`config.mk`:
```
export PLATFORM = sky130hd
export DESIGN_NAME = ivc_top
export DESIGN_NICKNAME = d
export VERILOG_FILES = /design/src/rtl/ivc_pkg.sv /design/src/rtl/ivc_regs.sv /design/src/rtl/ivc_cond.sv /design/src/rtl/ivc_status.sv /design/src/rtl/ivc_prio.sv /design/src/rtl/ivc_top.sv
export SDC_FILE = /design/constraint.sdc
export NUM_CORES = 1
export LEC_CHECK = 0
export ABC_AREA = 0
export ABC_CLOCK_PERIOD_IN_PS = 7040
export CORE_MARGIN = 1
export CORE_UTILIZATION = 45
export CTS_BUF_LIST = sky130_fd_sc_hd__clkbuf_16
export CTS_CLUSTER_SIZE = 16
export DETAILED_ROUTE_END_ITERATION = 16
export PLACE_DENSITY = 0.75
export SYNTH_ARGS = -nofsm -noshare
export SYNTH_HDL_FRONTEND = slang
export SYNTH_SLANG_ARGS = --single-unit
```
`constraint.sdc`:
```
create_clock -name clk -period 7.04 [get_ports clk]
set_input_delay 1.408 -clock clk [delete_from_list [all_inputs] [get_ports clk]]
set_output_delay 1.408 -clock clk [all_outputs]
set_load 0.02 [all_outputs]
```
`src/rtl/ivc_pkg.sv`:
```
// Shared constants and types for the vectored interrupt controller.
// Assumes a 32-bit data path with one register bit per source.
package ivc_pkg;
    localparam int SRC_N      = 32;
    localparam int IDX_W      = $clog2(SRC_N);
    localparam int ADDR_W     = 6;
    localparam int VEC_SHIFT  = 9;

    localparam logic [ADDR_W-1:0] OFF_STAT   = 6'h00;
    localparam logic [ADDR_W-1:0] OFF_FORCE  = 6'h04;
    localparam logic [ADDR_W-1:0] OFF_ENA    = 6'h08;
    localparam logic [ADDR_W-1:0] OFF_CRIT   = 6'h0C;
    localparam logic [ADDR_W-1:0] OFF_POL    = 6'h10;
    localparam logic [ADDR_W-1:0] OFF_TRIG   = 6'h14;
    localparam logic [ADDR_W-1:0] OFF_MASKED = 6'h18;
    localparam logic [ADDR_W-1:0] OFF_VEC    = 6'h1C;
    localparam logic [ADDR_W-1:0] OFF_VCFG   = 6'h20;

    typedef struct packed {
        logic [SRC_N-1:0] enable;
        logic [SRC_N-1:0] critical;
        logic [SRC_N-1:0] polarity;
        logic [SRC_N-1:0] trigger;
        logic [SRC_N-1:0] vcfg;
    } ivc_cfg_t;
endpackage

```
`src/rtl/ivc_regs.sv`:
```
// Configuration register file and write-strobe decode.
// Assumes word writes only; status clear/set are presented as one-cycle masks.
module ivc_regs
    import ivc_pkg::*;
(
    input  logic              clk,
    input  logic              rst_n,
    input  logic              wr_en,
    input  logic [ADDR_W-1:0] addr,
    input  logic [SRC_N-1:0]  wdata,
    output ivc_cfg_t          cfg,
    output logic [SRC_N-1:0]  clr_mask,
    output logic [SRC_N-1:0]  set_mask
);
    // Store configuration writes; read-only offsets fall through untouched.
    always_ff @(posedge clk) begin
        if (!rst_n) begin
            cfg <= '0;
        end else if (wr_en) begin
            case (addr)
                OFF_ENA:  cfg.enable   <= wdata;
                OFF_CRIT: cfg.critical <= wdata;
                OFF_POL:  cfg.polarity <= wdata;
                OFF_TRIG: cfg.trigger  <= wdata;
                OFF_VCFG: cfg.vcfg     <= wdata;
                default:  ;
            endcase
        end
    end

    // Turn status-clear and status-set writes into per-source strobes.
    always_comb begin
        clr_mask = (wr_en && addr == OFF_STAT)  ? wdata : '0;
        set_mask = (wr_en && addr == OFF_FORCE) ? wdata : '0;
    end
endmodule

```
`src/rtl/ivc_cond.sv`:
```
// Input conditioning: two-flop synchronizer, polarity normalisation and
// level/edge qualification per source. Assumes raw inputs are asynchronous.
module ivc_cond
    import ivc_pkg::*;
(
    input  logic             clk,
    input  logic             rst_n,
    input  logic [SRC_N-1:0] raw_in,
    input  logic [SRC_N-1:0] polarity,
    input  logic [SRC_N-1:0] trigger,
    output logic [SRC_N-1:0] hw_set
);
    logic [SRC_N-1:0] rise;

    for (genvar g = 0; g < SRC_N; g++) begin : g_src
        logic meta_q, sync_q, prev_act_q, act;

        // Normalise the synchronized line to active-true.
        assign act = ~(sync_q ^ polarity[g]);

        // Synchronize the raw line and remember the previous active state.
        always_ff @(posedge clk) begin
            if (!rst_n) begin
                meta_q     <= 1'b0;
                sync_q     <= 1'b0;
                prev_act_q <= 1'b0;
            end else begin
                meta_q     <= raw_in[g];
                sync_q     <= meta_q;
                prev_act_q <= act;
            end
        end

        // Level sources request while active; edge sources on entry only.
        assign rise[g]   = act & ~prev_act_q;
        assign hw_set[g] = trigger[g] ? rise[g] : act;
    end

    // with a fixed polarity, a source cannot report entry twice in a row.
    p_edge_once_r5: assert property (@(posedge clk) disable iff (!rst_n)
        (rst_n && $stable(polarity)) |=> ((rise & $past(rise)) == '0 || !$stable(polarity)))
        else $error("edge detected on consecutive cycles");
endmodule

```
`src/rtl/ivc_status.sv`:
```
// Sticky pending-status latch. A software clear beats a hardware set in the
// same cycle; a software force beats both. Assumes one-cycle strobes.
module ivc_status
    import ivc_pkg::*;
(
    input  logic             clk,
    input  logic             rst_n,
    input  logic [SRC_N-1:0] hw_set,
    input  logic [SRC_N-1:0] clr_mask,
    input  logic [SRC_N-1:0] set_mask,
    output logic [SRC_N-1:0] status
);
    // Latch requests, apply clears, then apply forced sets.
    always_ff @(posedge clk) begin
        if (!rst_n) status <= '0;
        else        status <= ((status | hw_set) & ~clr_mask) | set_mask;
    end

    // without a clear, pending bits never drop.
    p_sticky_r4: assert property (@(posedge clk) disable iff (!rst_n)
        (rst_n && clr_mask == '0) |=> ((status & $past(status)) == $past(status)))
        else $error("pending bit dropped without a clear");

    // clearing everything with no set in flight empties status.
    p_clear_r4: assert property (@(posedge clk) disable iff (!rst_n)
        (rst_n && clr_mask == '1 && set_mask == '0) |=> (status == '0))
        else $error("full clear left bits pending");

    // forced bits are pending on the following cycle.
    p_force_r7: assert property (@(posedge clk) disable iff (!rst_n)
        (rst_n && set_mask != '0) |=> ((status & $past(set_mask)) == $past(set_mask)))
        else $error("forced bit not pending");
endmodule

```
`src/rtl/ivc_prio.sv`:
```
// Priority encoder and vector arithmetic. Direction bit 1 favours source 0
// (the MSB); bit 0 favours source 31 (the LSB). Purely combinational.
module ivc_prio
    import ivc_pkg::*;
(
    input  logic [SRC_N-1:0] masked,
    input  logic [SRC_N-1:0] vcfg,
    output logic [SRC_N-1:0] vector
);
    logic [IDX_W-1:0] rank;
    logic [SRC_N-1:0] base;

    // Find the winner's rank: its distance from the favoured end.
    always_comb begin
        rank = '0;
        if (vcfg[0]) begin
            for (int i = 0; i < SRC_N; i++)
                if (masked[i]) rank = IDX_W'(SRC_N - 1 - i);
        end else begin
            for (int i = SRC_N - 1; i >= 0; i--)
                if (masked[i]) rank = IDX_W'(i);
        end
    end

    // Add the stride-scaled rank to the word-aligned base.
    always_comb begin
        base   = vcfg & ~SRC_N'(3);
        vector = base + (SRC_N'(rank) << VEC_SHIFT);
    end
endmodule

```
`src/rtl/ivc_top.sv`:
```
// Vectored interrupt controller top: register bus, conditioning, status,
// request outputs and vector. Assumes bus_addr is a byte offset, word aligned.
module ivc_top
    import ivc_pkg::*;
(
    input  logic              clk,
    input  logic              rst_n,
    input  logic              bus_wr,
    input  logic [ADDR_W-1:0] bus_addr,
    input  logic [SRC_N-1:0]  bus_wdata,
    output logic [SRC_N-1:0]  bus_rdata,
    input  logic [SRC_N-1:0]  irq_src,
    output logic              irq_crit,
    output logic              irq_noncrit,
    output logic [SRC_N-1:0]  irq_vector
);
    ivc_cfg_t         cfg;
    logic [SRC_N-1:0] clr_mask, set_mask, hw_set, status, masked;

    ivc_regs u_regs (
        .clk(clk), .rst_n(rst_n), .wr_en(bus_wr), .addr(bus_addr),
        .wdata(bus_wdata), .cfg(cfg), .clr_mask(clr_mask), .set_mask(set_mask)
    );

    ivc_cond u_cond (
        .clk(clk), .rst_n(rst_n), .raw_in(irq_src), .polarity(cfg.polarity),
        .trigger(cfg.trigger), .hw_set(hw_set)
    );

    ivc_status u_status (
        .clk(clk), .rst_n(rst_n), .hw_set(hw_set), .clr_mask(clr_mask),
        .set_mask(set_mask), .status(status)
    );

    ivc_prio u_prio (
        .masked(masked), .vcfg(cfg.vcfg), .vector(irq_vector)
    );

    // Gate pending bits and split them between the two request outputs.
    always_comb begin
        masked      = status & cfg.enable;
        irq_crit    = |(masked & cfg.critical);
        irq_noncrit = |(masked & ~cfg.critical);
    end

    // Return the addressed register; unknown offsets and status-set read zero.
    always_comb begin
        case (bus_addr)
            OFF_STAT:   bus_rdata = status;
            OFF_ENA:    bus_rdata = cfg.enable;
            OFF_CRIT:   bus_rdata = cfg.critical;
            OFF_POL:    bus_rdata = cfg.polarity;
            OFF_TRIG:   bus_rdata = cfg.trigger;
            OFF_MASKED: bus_rdata = masked;
            OFF_VEC:    bus_rdata = irq_vector;
            OFF_VCFG:   bus_rdata = cfg.vcfg;
            default:    bus_rdata = '0;
        endcase
    end

    // with both requests low, nothing enabled is pending.
    p_quiet_r9: assert property (@(posedge clk) disable iff (!rst_n)
        (!irq_crit && !irq_noncrit) |-> ((status & cfg.enable) == '0))
        else $error("pending enabled source without a request");

    // with nothing pending, the vector is the aligned base.
    p_vec_base_r12: assert property (@(posedge clk) disable iff (!rst_n)
        ((status & cfg.enable) == '0) |-> (irq_vector == {cfg.vcfg[SRC_N-1:2], 2'b00}))
        else $error("idle vector differs from base");

    // the vector is always word aligned and keeps the base's low bits.
    p_vec_align_r10: assert property (@(posedge clk) disable iff (!rst_n)
        irq_vector[VEC_SHIFT-1:0] == {cfg.vcfg[VEC_SHIFT-1:2], 2'b00})
        else $error("vector low bits corrupted");
endmodule

```
Yosys cells after proc, flatten, opt, wreduce, memory -nomap -nowiden
Index checks and enable logic that the tools add are counted.
- bits in registers: 288
- input port bits: 73
- output and inout bits: 66
- word-level logic and storage cells: 357
- $add $sub $neg: 1
- equal/unequal tests: 8
- multiplexer cells: 100
- bitwise logic cells: 136
- reduce and logical (&&, ||, !) cells: 10
- operators by type and width (cell ; number):
    5-bit two-way mux ; 65
    32-bit one-hot mux with 8 select lines ; 1
    32-bit bitwise AND ; 4
    32-bit two-way mux ; 2
    1-bit inverter ; 64
    32-bit inverter ; 2
    32-bit OR ; 2
    32-bit OR reduction ; 2
    32-bit by 14-bit adder with 32-bit output ; 1
    1-bit bitwise AND ; 32
    1-bit two-way mux ; 32
    1-bit bitwise XOR ; 32
    6-bit by 5-bit == test with 1-bit output, second input constant ; 4
    6-bit by 4-bit == test with 1-bit output, second input constant ; 2
    2-bit AND reduction ; 5
    6-bit by 3-bit == test with 1-bit output, second input constant ; 1
    6-bit == test, second input constant ; 1
    6-bit logical NOT ; 1
    1-bit logical AND ; 2

Logic depth before layout (Yosys ltp)
Gate-level depths: netlist of the first run.
- depth after elaboration: 36
- depth in mapped cells: 15
- gate-level depth less buffers: 15

Hierarchy
Synthesis of the first run repeated with hierarchy kept, for this count alone.
- cell total of the unflattened synthesis: 1523
- area, all modules: 13974.7 um^2
- modules (own cells, without submodules) (module ; times used ; cells an instance ; area each (um^2) ; sequential area each (um^2)):
    ivc_regs ; 1 ; 632 ; 6228.5 ; 3203.1
    ivc_cond ; 1 ; 267 ; 3060.4 ; 1921.8
    ivc_top ; 1 ; 341 ; 2292.2 ; 0.0
    ivc_status ; 1 ; 99 ; 1197.4 ; 640.6
    ivc_prio ; 1 ; 184 ; 1196.1 ; 0.0

Worst setup path after synthesis of the first run
OpenSTA, ideal clock, no wires.
- path kind: register to output
- from: register u_regs.cfg[135] (netlist name)
- to: output bus_rdata[23]
- arrival: 3.267 ns
- data required time: 5.632 ns
- path slack: 2.365 ns
- stages on the path, launching flop included: 15
- buffers on the path: 1
- cells stage by stage: dfxtp_1 > clkbuf_1 > a22oi_1 > nand3_1 > or2_1 > or3_1 > nand4_1 > o21ai_1 > ha_1 > o21a_1 > o31ai_1 > a21oi_1 > nand4_1 > xnor2_1 > a21o_1
- cells in the longest elaborated chain, start to end: 29
- elaborated cells between the ends (all ways): 37
- classes of those cells: add/sub: 1; mux: 35; bitwise: 1
- RTL lines (item ; line ; source):
    32-bit bitwise AND * ; ivc_top.sv:41 ; masked = status & cfg.enable;
    5-bit two-way mux (25 in series) ; ivc_prio.sv:18 ; if (masked[i]) rank = IDX_W'(SRC_N - 1 - i);
    5-bit two-way mux * ; ivc_prio.sv:16 ; if (vcfg[0]) begin
    32-bit by 14-bit adder with 32-bit output * ; ivc_prio.sv:28 ; vector = base + (SRC_N'(rank) << VEC_SHIFT);
    named net irq_vector[23] ; ivc_top.sv:15 ; output logic [SRC_N-1:0] irq_vector
    32-bit one-hot mux with 8 select lines * ; ivc_top.sv:48 ; case (bus_addr)
    end: declaration ; ivc_top.sv:11 ; output logic [SRC_N-1:0] bus_rdata,
The timed path passes the listed nets; every way through them passes the cells marked *.

Worst setup path in the final report of the first run
- from: register u_status.status[0]
- to: output bus_rdata[23]
- cells in the longest elaborated chain, start to end: 36
- elaborated cells between the ends (all ways): 37
- classes of those cells: add/sub: 1; mux: 35; bitwise: 1
- RTL lines (item ; line ; source):
    start: declaration ; ivc_status.sv:11 ; output logic [SRC_N-1:0] status
    start signal: assignment ; ivc_status.sv:16 ; else status <= ((status | hw_set) & ~clr_mask) | set_mask;
    32-bit bitwise AND * ; ivc_top.sv:41 ;
    5-bit two-way mux (32 in series) ; ivc_prio.sv:18 ;
    5-bit two-way mux * ; ivc_prio.sv:16 ;
    32-bit by 14-bit adder with 32-bit output * ; ivc_prio.sv:28 ;
    32-bit one-hot mux with 8 select lines * ; ivc_top.sv:48 ;
Mark *: on every way between the ends. The rest lies on a longest branch, timed or not.

==> results of run 1 <==
-- cells by family after synthesis --
logic type / count (synthesis)
adders and majority gates: 6
and+or+nand+nor: 707
muxes: 4
other: 1
xor gates and xnor gates: 52
AOI/OAI and AO/OA: 490
buffers and inverters: 135
DFF: 288
-- synth_stat cells (16+ instances only) --
cell type / number / area [sq um]
a21boi_0: 59 / 443
a21boi_1: 105 / 788
a21o_1: 19 / 143
a21oi_1: 138 / 691
a222oi_1: 23 / 230
a22oi_1: 48 / 360
and2_1: 108 / 676
buf_2: 23 / 115
buf_4: 16 / 120
clkbuf_1: 65 / 244
dfxtp_1: 288 / 5770
inv_1: 20 / 75.1
nand2_1: 426 / 1600
nand3_1: 61 / 305
nand4_1: 20 / 125
nor2_1: 18 / 67.6
nor2b_1: 35 / 219
o21ai_0: 22 / 110
o22ai_1: 16 / 100
xnor2_1: 50 / 438
-- cells in the final DEF (no fill, tap or decap), drive strengths merged, types with 4 or more instances in the layout --
cell type	instances
and2	108
o22ai	16
xnor2	50
dfxtp	288
mux2i	4
nor2	21
a22oi	48
nand2b	7
o211ai	12
nor4	5
buf	18
ha	5
a31oi	5
nor3	5
clkdlybuf4s50	135
and3	4
nand3	61
nand2	426
a222oi	23
a21boi	164
clkinv	11
a21o	19
nand4	20
inv	23
nor2b	35
clkbuf	31
a32oi	13
a21oi	138
o21ai	23
-- how the worst min path moves through the flow --
stage                                  from  depth (start not counted)  slack, ps                 endpoint
floorplan            u_cond.g_src[0].meta_q                          1        410   u_cond.g_src[0].sync_q
global route         u_cond.g_src[8].meta_q                          1        440   u_cond.g_src[8].sync_q
global placement     u_cond.g_src[4].meta_q                          1        410   u_cond.g_src[4].sync_q
CTS                  u_cond.g_src[8].meta_q                          1        430   u_cond.g_src[8].sync_q
finish               u_cond.g_src[8].meta_q                          1        430   u_cond.g_src[8].sync_q
detailed placement  u_cond.g_src[23].meta_q                          1        420  u_cond.g_src[23].sync_q
-- metal layers --
metal | global-route usage [%] | routed length (microns) | vias up
met4 | 10.7 | 1550 | 0
met1 | 39.5 | 19600 | 6090
met3 | 3.40 | 3720 | 102
met2 | 45.7 | 20200 | 659
li1 | - | - | 5984
met5 | 0 | 0 | -
-- flip-flops by register name, indices dropped and copies added (netlist names) --
| name | cells |
|---|---|
| u_cond.g_src.sync_q | 32 |
| u_regs.cfg | 160 |
| u_status.status | 32 |
| u_cond.g_src.meta_q | 32 |
| u_cond.g_src.prev_act_q | 32 |
-- stage by stage --
stage / total power [mW] / hold WS, ps / utilization (%) / setup WS, ps / area, sq um
3_3_place_gp: 1.94 / 412 / 50.8 / 1110 / 15100
3_5_place_dp: 1.94 / 418 / 50.8 / 1040 / 15100
6_report: 3.44 / 430 / 54.0 / 611 / 16100
4_1_cts: 3.46 / 432 / 54.0 / 623 / 16100
2_1_floorplan: 1.84 / 412 / - / 2360 / 13700
5_1_grt: 3.55 / 436 / 54.0 / 337 / 16100
-- cell type report --
type	count	area share, %
Clock buffer	31	4.82
Tap cell	390	3.03
Inverter	20	0.467
Sequential cell	288	35.9
Multi-Input combinational cell	1261	45.3
Clock inverter	18	1.02
Timing Repair Buffer	153	9.50
-- power by group through the flow --
stage	registers [mW]	logic, mW	clock network [mW]
CTS	1.71	0.195	1.55
floorplan	1.73	0.106	0
finish	1.71	0.195	1.53
global placement	1.75	0.190	0
global route	1.72	0.211	1.62
detailed placement	1.75	0.193	0
-- worst max-delay path, delay by kind of cell (launching register included) --
family | cells | cell delay, ps
flops | 1 | 490
xor+xnor | 1 | 210
buf+inv | 3 | 890
compound gates | 8 | 1630
fa+ha+maj | 2 | 740
simple gates | 3 | 500
==> results.py, run 1 <==
metrics = {
    "critical_path": {
        "cp-endpoint": "bus_rdata[23]",
        "reg2reg_from": "u_regs.cfg[66]",
        "crit_type": "reg2out",
        "crit_start": "u_status.status[0]",
        "path_cells": "nand2_1, o211ai_1, a21oi_1, o31ai_1, a221oi_1, o22ai_1, ha_1, inv_1, fa_1, nor2b_1, o31ai_1, a21oi_1, buf_4, nand4_1, xnor2_1, a21o_1, clkdlybuf4s50_1",
        "critPathMaxStageDelay_ps": 600,
        "endpoint_kind": "primary output",
        "critPathRequiredTime_ps": 5630,
        "worst_setup_path_start_kind": "flop",
        "cp.arrival_ps": 5020,
        "r2r_slack_ps": 5950,
        "reg2reg_depth": 5,
        "cp_max_fo": 7,
        "r2r_end": "u_status.status[2]",
        "cp_slowest_cell": "clkdlybuf4s50_1",
    },
    "yosys": {
        "synth_cell_types": 65,
        "async_flop_share_pct": 0,
        "synth_mux_area_share_pct": 0.293,
        "synthCells": 1683,
        "synth_edf_count": 0,
        "ys_ff_latch": 288,
        "synth_compound_area_share_pct": 24.5,
        "avgSynthCellArea_sq_um": 8.12,
        "synth-xor-area-share_pct": 3.33,
        "synthAdderAreaFrac_pct": 0.604,
        "synth_area_sq_um": 13700,
        "synth-simple-area-share_pct": 24.2,
        "yosysWarnings": 0,
        "synth_top_flop_cell": "dfxtp_1",
        "synth_top_family_by_area": "compound AO/OA/AOI/OAI gates",
        "seq_area_frac_synth_pct": 42.2,
    },
    "sta": {
        "finalCritPeriodShare_pct": 91.3,
        "finalMaxSlewViolations": 0,
        "tightest_slew_ps": 1070,
        "clock.fmax_mhz": 156,
        "min_period_ps": 6430,
        "setup_tns_ps": 0,
        "max_slew_margin_pct": 28.2,
        "setup_viol": 0,
        "skew_ps": 18.4,
        "finalHoldViolCount": 0,
        "rsz0062_at_grt": "no",
    },
    "placement": {
        "dpl.cell_count": 2112,
        "port_buffers": 136,
        "globalplace.congestion": 0.968,
        "dp_hpwl_microns": 30900,
    },
    "route": {
        "via_per_inst": 5.94,
        "final_antenna_net_count": 0,
        "wirelength_microns": 45000,
        "vias": 12800,
        "drc": 0,
        "first_pass_iters": 6,
        "drt_iter0_markers": 1359,
        "wl_per_cell_microns": 20.8,
    },
    "clock_network": {
        "clock_path_buffers": 3,
        "ctsHoldBuffers": 0,
        "cts_tree": "built",
        "ctsHtreeMaxLevel": 1,
        "cts_setup_buffers": 0,
        "ctsResizeCount": 0,
        "cts.sinks": 288,
        "clk_pin_slew_worst_paths_ps": 60,
        "clkLatencyLatePin_ps": 560,
        "cts_buffers": 31,
        "cts_root_buf": "clkbuf_16",
    },
    "global_route": {
        "grt-ovfl-total": 0,
        "grt_pass1_vias": 12100,
        "grt.total_usage_pct": 28.6,
        "grt_max_degree": 164,
        "grt_pass1_wl_microns": 69600,
        "antenna_found_initial": 0,
    },
    "finish": {
        "regArea_sq_um": 5770,
        "nNetsFinal": 1834,
        "drive_above_1_share_pct": 4.40,
        "diodes": 0,
        "fill_cells": 2804,
        "areaGrowthSynthToFinish_pct": 17.6,
        "fin_cells": 2161,
        "multi_input_area_sq_um": 7290,
    },
    "floorplanning": {
        "die-area_sq_um": 31100,
        "start_util_pct": 45.9,
        "fp-row-count": 63,
        "chipHeight_microns": 176,
        "die_width_microns": 176,
        "coreArea_sq_um": 29800,
        "io_pins": 139,
    },
    "pwr": {
        "p_per_area_nw_per_um2": 214,
        "intPower_mw": 2.67,
        "ir_worst_vdd_uv": 186,
        "net-switching-power_uw": 773,
        "p_leak_nw": 5.71,
        "comb_power_share_pct": 5.7,
        "swShare_pct": 22.5,
        "power_frac_seq_pct": 49.8,
        "p_clk_share_pct": 44.5,
    },
    "status": {
        "status": "finished clean",
    },
    "run": {
        "maxCapViolations": 0,
    },
    "min_path": {
        "hold_class": "reg2reg",
    },
}
(Power assumes the default switching activity.)
==> run 2, diff against run 1 <==
--- a/config.mk
+++ b/config.mk
@@ -5,7 +5,7 @@
 export SDC_FILE = /design/constraint.sdc
 export NUM_CORES = 1
 export LEC_CHECK = 0
-export ABC_AREA = 0
+export ABC_AREA = 1
 export ABC_CLOCK_PERIOD_IN_PS = 7040
 export CORE_MARGIN = 1
 export CORE_UTILIZATION = 45
==> run 2 against run 1 <==
Against the previous run: fmax decreased by 6.7%; clock skew decreased by 13 ps; register-to-register slack about the same; synthesized cell count about the same; clock-buffer cell count unchanged; critical path type unchanged.
==> results.py, run 2 <==
metrics = {
    "placement": {
        "dp_hpwl_microns": 25000,
        "globalplace.congestion": 0.907,
        "port_buffers": 136,
    },
    "route": {
        "top_layer": "met5",
        "first_pass_iters": 6,
        "m1WireLength_microns": 16100,
        "final_antenna_net_count": 0,
        "wl_met3_microns": 3770,
        "vias": 12300,
        "wl_per_cell_microns": 17.4,
        "wirelength_microns": 38100,
        "via_per_inst": 5.59,
        "wl_met2_microns": 17100,
        "drc": 0,
        "drt_iter0_markers": 1445,
    },
    "clock_network": {
        "cts_buffers": 31,
        "cts.sinks": 288,
        "clock_path_buffers": 3,
        "ctsHtreeMaxLevel": 1,
        "clk_pin_slew_worst_paths_ps": 60,
        "cts_tree": "built",
        "cts_root_buf": "clkbuf_16",
        "clkLatencyLatePin_ps": 570,
    },
    "yosys": {
        "synth_area_sq_um": 12700,
        "synth_top_area_share_pct": 45.6,
        "synthCells": 1684,
        "synth_cell_types": 48,
        "synth_top_flop_cell": "dfxtp_1",
        "synth_top_area_cell": "dfxtp_1",
        "async_flop_share_pct": 0,
        "seq_area_frac_synth_pct": 45.6,
        "synth_most_common_cell": "nand2_1",
        "synth_common_cells": "nand2_1 (309), dfxtp_1 (288), a21oi_1 (227), o21ai_0 (212), inv_1 (187)",
        "avgSynthCellArea_sq_um": 7.51,
        "ys_ff_latch": 288,
        "synth_edf_count": 0,
        "synthTopCellsByArea": "dfxtp_1 (46%), nand2_1 (9.2%), a21oi_1 (9.0%), o21ai_0 (8.4%), inv_1 (5.5%)",
        "yosysWarnings": 0,
    },
    "floorplanning": {
        "start_util_pct": 45.7,
        "fp-row-count": 61,
        "io_pins": 139,
        "die-area_sq_um": 28800,
        "chipHeight_microns": 170,
        "die_width_microns": 170,
        "coreArea_sq_um": 27700,
    },
    "global_route": {
        "grt_pass1_vias": 11400,
        "antenna_found_initial": 2,
        "grt_max_degree": 119,
        "grt-ovfl-total": 0,
        "grt_pass1_wl_microns": 59900,
        "grt.total_usage_pct": 26.1,
    },
    "pwr": {
        "ir_worst_vdd_uv": 203,
        "p_leak_nw": 7.23,
        "p_per_area_nw_per_um2": 229,
    },
    "finish": {
        "mostFrequentLayoutCell": "nand2_1",
        "largest_reg_flops": 160,
        "areaGrowthSynthToFinish_pct": 22.8,
        "fill_cells": 2525,
        "layout_common_cells": "nand2_1 (302), dfxtp_1 (283), a21oi_1 (227), o21ai_0 (212), inv_1 (193)",
        "multi_input_area_sq_um": 5900,
        "regArea_sq_um": 5770,
        "diodes": 0,
        "drive_above_1_share_pct": 8.24,
        "nNetsFinal": 1874,
        "regMostFlops": "u_regs.cfg",
        "final_util_pct": 56.1,
    },
    "sta": {
        "min_period_ps": 6890,
        "finalCritPeriodShare_pct": 97.9,
        "rsz0062_at_grt": "yes",
        "finalHoldViolCount": 0,
        "max_slew_margin_pct": 34.3,
        "skew_ps": 5.13,
        "tightest_slew_ps": 986,
        "clock.fmax_mhz": 145,
        "timing.hold.ws_ps": 408,
        "finalMaxSlewViolations": 0,
        "setup_viol": 0,
    },
    "critical_path": {
        "crit_buf_inv": 4,
        "crit_type": "reg2out",
        "critPathMaxStageDelay_ps": 360,
        "cp.arrival_ps": 5490,
        "critPathRequiredTime_ps": 5630,
        "cp_slowest_cell": "dfxtp_2",
        "cp_max_fo": 4,
        "worst_setup_path_start_kind": "flop",
        "cpMostUsedCell": "nand2_1",
        "endpoint_kind": "primary output",
        "critPathTopFamily": "simple AND/OR/NAND/NOR gates",
    },
    "min_path": {
        "hold_class": "reg2reg",
    },
    "status": {
        "status": "finished clean",
    },
    "run": {
        "maxCapViolations": 0,
    },
}
==> run 2: report_power, final <==
part	switching [mW]	internal, mW
registers	0.0264	1.68
logic	0.124	0.0831
clock network	0.666	0.976
==> run 2: area by class of cell <==
class                      count  share of cell area [%]
clock inverter                27                    1.58
timing repair buffer         173                    10.5
sequential                   288                    37.1
clock buffer                  31                    4.99
tap                          378                    3.04
multi-input combinational   1103                    38.0
inverter                     198                    4.78
==> run 2: per-layer routing <==
metal | vias to the layer above | GRT usage [%]
li1 | 5903 | -
met1 | 5673 | 34.7
met2 | 608 | 41.0
met3 | 105 | 6.02
met4 | 4 | 10.1
met5 | - | 0
==> run 2: through the flow <==
stage                     area, sq um  setup TNS (ps)  total power [mW]  worst slack [ps]  cells
after floorplan                 12700               0              1.84              1090   1685
after global placement          14400               0              1.94               328   2130
after detailed placement        14400               0              1.94               245   2130
after CTS                       15400            -110              3.56              -110   2188
after global routing            15500           -1250              3.66              -312   2198
final                           15500               0              3.55               147   2198
==> run 2: logic make-up (layout without fill, tap and decap cells) <==
kind of cell / count (synthesis) / in the layout / share of synthesized area, %
other: 1 / 2 / 0.0296
xor gates and xnor gates: 50 / 50 / 3.58
buffers and inverters: 294 / 429 / 8.99
DFF: 288 / 288 / 45.6
adders and majority gates: 6 / 6 / 0.653
AOI/OAI and AO/OA: 586 / 586 / 26.2
and+or+nand+nor: 459 / 459 / 15.0
==> run 2: repair_timing <==
action,4_1_cts,5_1_grt
pin swaps,1,8
endpoints found under the setup margin,14,26
setup buffers,0,10
hold buffers,0,0
resized for setup,13,60
==> run 2: worst min-delay path, delay by kind of cell, from the launching register on <==
kind | cells | cell delay, ps
flops | 1 | 300
simple gates | 1 | 40
buf+inv | 1 | 40
==> run 2: path summary, 6_finish.rpt <==
check                           from                 endpoint  slack [ps]  cells after the start
min reg2reg  u_cond.g_src[22].meta_q  u_cond.g_src[22].sync_q         410                      2
max reg2reg           u_regs.cfg[95]      u_status.status[31]        5950                      4
min          u_cond.g_src[22].meta_q  u_cond.g_src[22].sync_q         410                      2
max              u_status.status[31]            bus_rdata[31]         150                     52
==> run 3, diff against run 2 <==
--- a/config.mk
+++ b/config.mk
@@ -7,7 +7,8 @@
 export LEC_CHECK = 0
 export ABC_AREA = 1
 export ABC_CLOCK_PERIOD_IN_PS = 7040
-export CORE_MARGIN = 1
+export CORE_ASPECT_RATIO = 0.75
+export CORE_MARGIN = 8
 export CORE_UTILIZATION = 45
 export CTS_BUF_LIST = sky130_fd_sc_hd__clkbuf_16
 export CTS_CLUSTER_SIZE = 16
@@ -16,3 +17,4 @@
 export SYNTH_ARGS = -nofsm -noshare
 export SYNTH_HDL_FRONTEND = slang
 export SYNTH_SLANG_ARGS = --single-unit
+export TNS_END_PERCENT = 1
==> run 3 against run 2 <==
Against the previous run: first-iteration DRC count increased by 4.8%; core utilization decreased by 1.2 points; clock power decreased by 15%; register-to-register slack improved by 30 ps; sequential power about the same; sequential share of layout area increased by 0.64 points; clock skew increased by 4.7 ps; wire length increased by 5.0%; total power decreased by 7.1%.
==> results.py, run 3 (synthesis results as in run 2) <==
metrics = {
    "finish": {
        "areaGrowthSynthToFinish_pct": 20.8,
        "final_util_pct": 54.9,
        "multi_input_area_sq_um": 5880,
        "mostFrequentLayoutCell": "nand2_1",
        "layout_common_cells": "nand2_1 (302), dfxtp_1 (284), a21oi_1 (227), o21ai_0 (212), inv_1 (194)",
        "largest_reg_flops": 160,
        "regMostFlops": "u_regs.cfg",
        "design_area_sq_um": 15300,
        "regArea_sq_um": 5770,
        "drive_above_1_share_pct": 7.90,
        "fill_cells": 2587,
        "nNetsFinal": 1868,
        "fin_cells": 2167,
        "diodes": 0,
    },
    "sta": {
        "min_period_ps": 6900,
        "clock.fmax_mhz": 145,
        "skew_ps": 9.79,
        "finalHoldViolCount": 0,
        "setup_viol": 0,
        "finalMaxSlewViolations": 0,
        "setup_tns_ps": 0,
        "finalCritPeriodShare_pct": 98.0,
        "tightest_slew_ps": 1070,
        "max_slew_margin_pct": 28.4,
        "rsz0062_at_grt": "yes",
    },
    "critical_path": {
        "critPathRequiredTime_ps": 5630,
        "critPathMaxStageDelay_ps": 370,
        "cp.arrival_ps": 5490,
        "crit_type": "reg2out",
        "worst_setup_path_start_kind": "flop",
        "endpoint_kind": "primary output",
        "cp_slowest_cell": "fa_2",
        "cpMostUsedCell": "nand2_1",
        "cp_max_fo": 4,
    },
    "pwr": {
        "p_leak_nw": 7.17,
        "p_per_area_nw_per_um2": 216,
        "ir_worst_vdd_uv": 164,
        "p_total_mw": 3.30,
    },
    "global_route": {
        "antenna_found_initial": 0,
        "grt-ovfl-total": 0,
        "grt.total_usage_pct": 22.8,
        "grt_pass1_vias": 11800,
        "grt_max_degree": 117,
        "grt_pass1_wl_microns": 63300,
    },
    "floorplanning": {
        "chipHeight_microns": 161,
        "coreArea_sq_um": 27900,
        "io_pins": 139,
        "die-area_sq_um": 33800,
        "die_width_microns": 210,
        "fp-row-count": 53,
        "start_util_pct": 45.4,
    },
    "clock_network": {
        "clock_path_buffers": 3,
        "cts.sinks": 288,
        "cts_buffers": 28,
        "ctsHoldBuffers": 0,
        "ctsHtreeMaxLevel": 1,
        "cts_tree": "built",
        "clk_pin_slew_worst_paths_ps": 60,
        "clkLatencyLatePin_ps": 550,
        "cts_root_buf": "clkbuf_16",
    },
    "placement": {
        "port_buffers": 136,
        "dpl.cell_count": 2110,
        "dp_hpwl_microns": 27200,
        "placed_cell_area_sq_um": 14300,
        "globalplace.congestion": 0.881,
    },
    "run": {
        "maxCapViolations": 0,
    },
    "status": {
        "status": "finished clean",
    },
    "route": {
        "via_per_inst": 5.74,
        "first_pass_iters": 9,
        "final_antenna_net_count": 0,
        "vias": 12400,
        "wirelength_microns": 40000,
        "drc": 0,
        "wl_per_cell_microns": 18.5,
        "drt_iter0_markers": 1514,
    },
    "min_path": {
        "hold_class": "reg2reg",
    },
}
-- run 3: changes by cell type in the layout (fill, tap and decap cells not counted), sizes merged --
cell           change
clkinv             -1
bufinv             -4
clkbuf             -6
clkdlybuf4s15      -2
clkinvlp           +1
buf                +2
dlymetal6s2s       +2
clkdlybuf4s50      -2
-- run 3: timing repair --
item / 4_1_cts / 5_1_grt
setup buffers: 2 / 4
pin swaps: 2 / 6
gates resized for setup: 17 / 66
endpoints found under the setup margin: 15 / 29
-- run 3: worst max-delay path: cells and delay by family (launching register included) --
| kind | cells | cell delay [ps] |
|---|---|---|
| simple gates | 42 | 2860 |
| compound gates | 3 | 660 |
| fa+ha+maj | 2 | 560 |
| flops | 1 | 360 |
| buf+inv | 4 | 320 |
| xor+xnor | 1 | 190 |
-- run 3: final cells by class --
cell class / instances / area share, %
Multi-Input combinational cell: 1103 / 38.5
Sequential cell: 288 / 37.8
Timing Repair Buffer: 170 / 10.5
Inverter: 198 / 4.88
Clock buffer: 28 / 4.58
Tap cell: 357 / 2.92
Clock inverter: 23 / 0.901
-- run 3: where the power goes --
group	total, mW	leakage (nW)	switching, mW	internal, mW
combinational	0.207	4.36	0.125	0.0821
sequential	1.71	2.36	0.0267	1.68
clock	1.39	0.444	0.633	0.757
-- run 3: path summary, 6_finish.rpt --
kind              slack (ps)                    from                      to  cells past startpoint
setup / recovery         140         u_regs.cfg[159]           bus_rdata[31]                     52
hold / removal           410  u_cond.g_src[4].meta_q  u_cond.g_src[4].sync_q                      2
setup reg to reg        5980  u_cond.g_src[9].sync_q      u_status.status[9]                      4
hold reg to reg          410  u_cond.g_src[4].meta_q  u_cond.g_src[4].sync_q                      2
-- run 3: stage by stage --
| stage | worst slack, ps | hold WS [ps] |
|---|---|---|
| 2_1_floorplan | 1090 | 390 |
| 3_3_place_gp | 321 | 393 |
| 3_5_place_dp | 170 | 397 |
| 4_1_cts | -107 | 411 |
| 5_1_grt | -406 | 425 |
| 6_report | 138 | 411 |
-- run 3: per-layer routing --
layer	GRT usage [%]	share of wire (%)	up-vias	routed length (microns)
met5	0	0	-	0
met3	6.14	12	68	4760
li1	-	-	5883	-
met4	6.23	1.9	0	771
met2	33.9	42	700	16900
met1	32.1	44	5778	17700
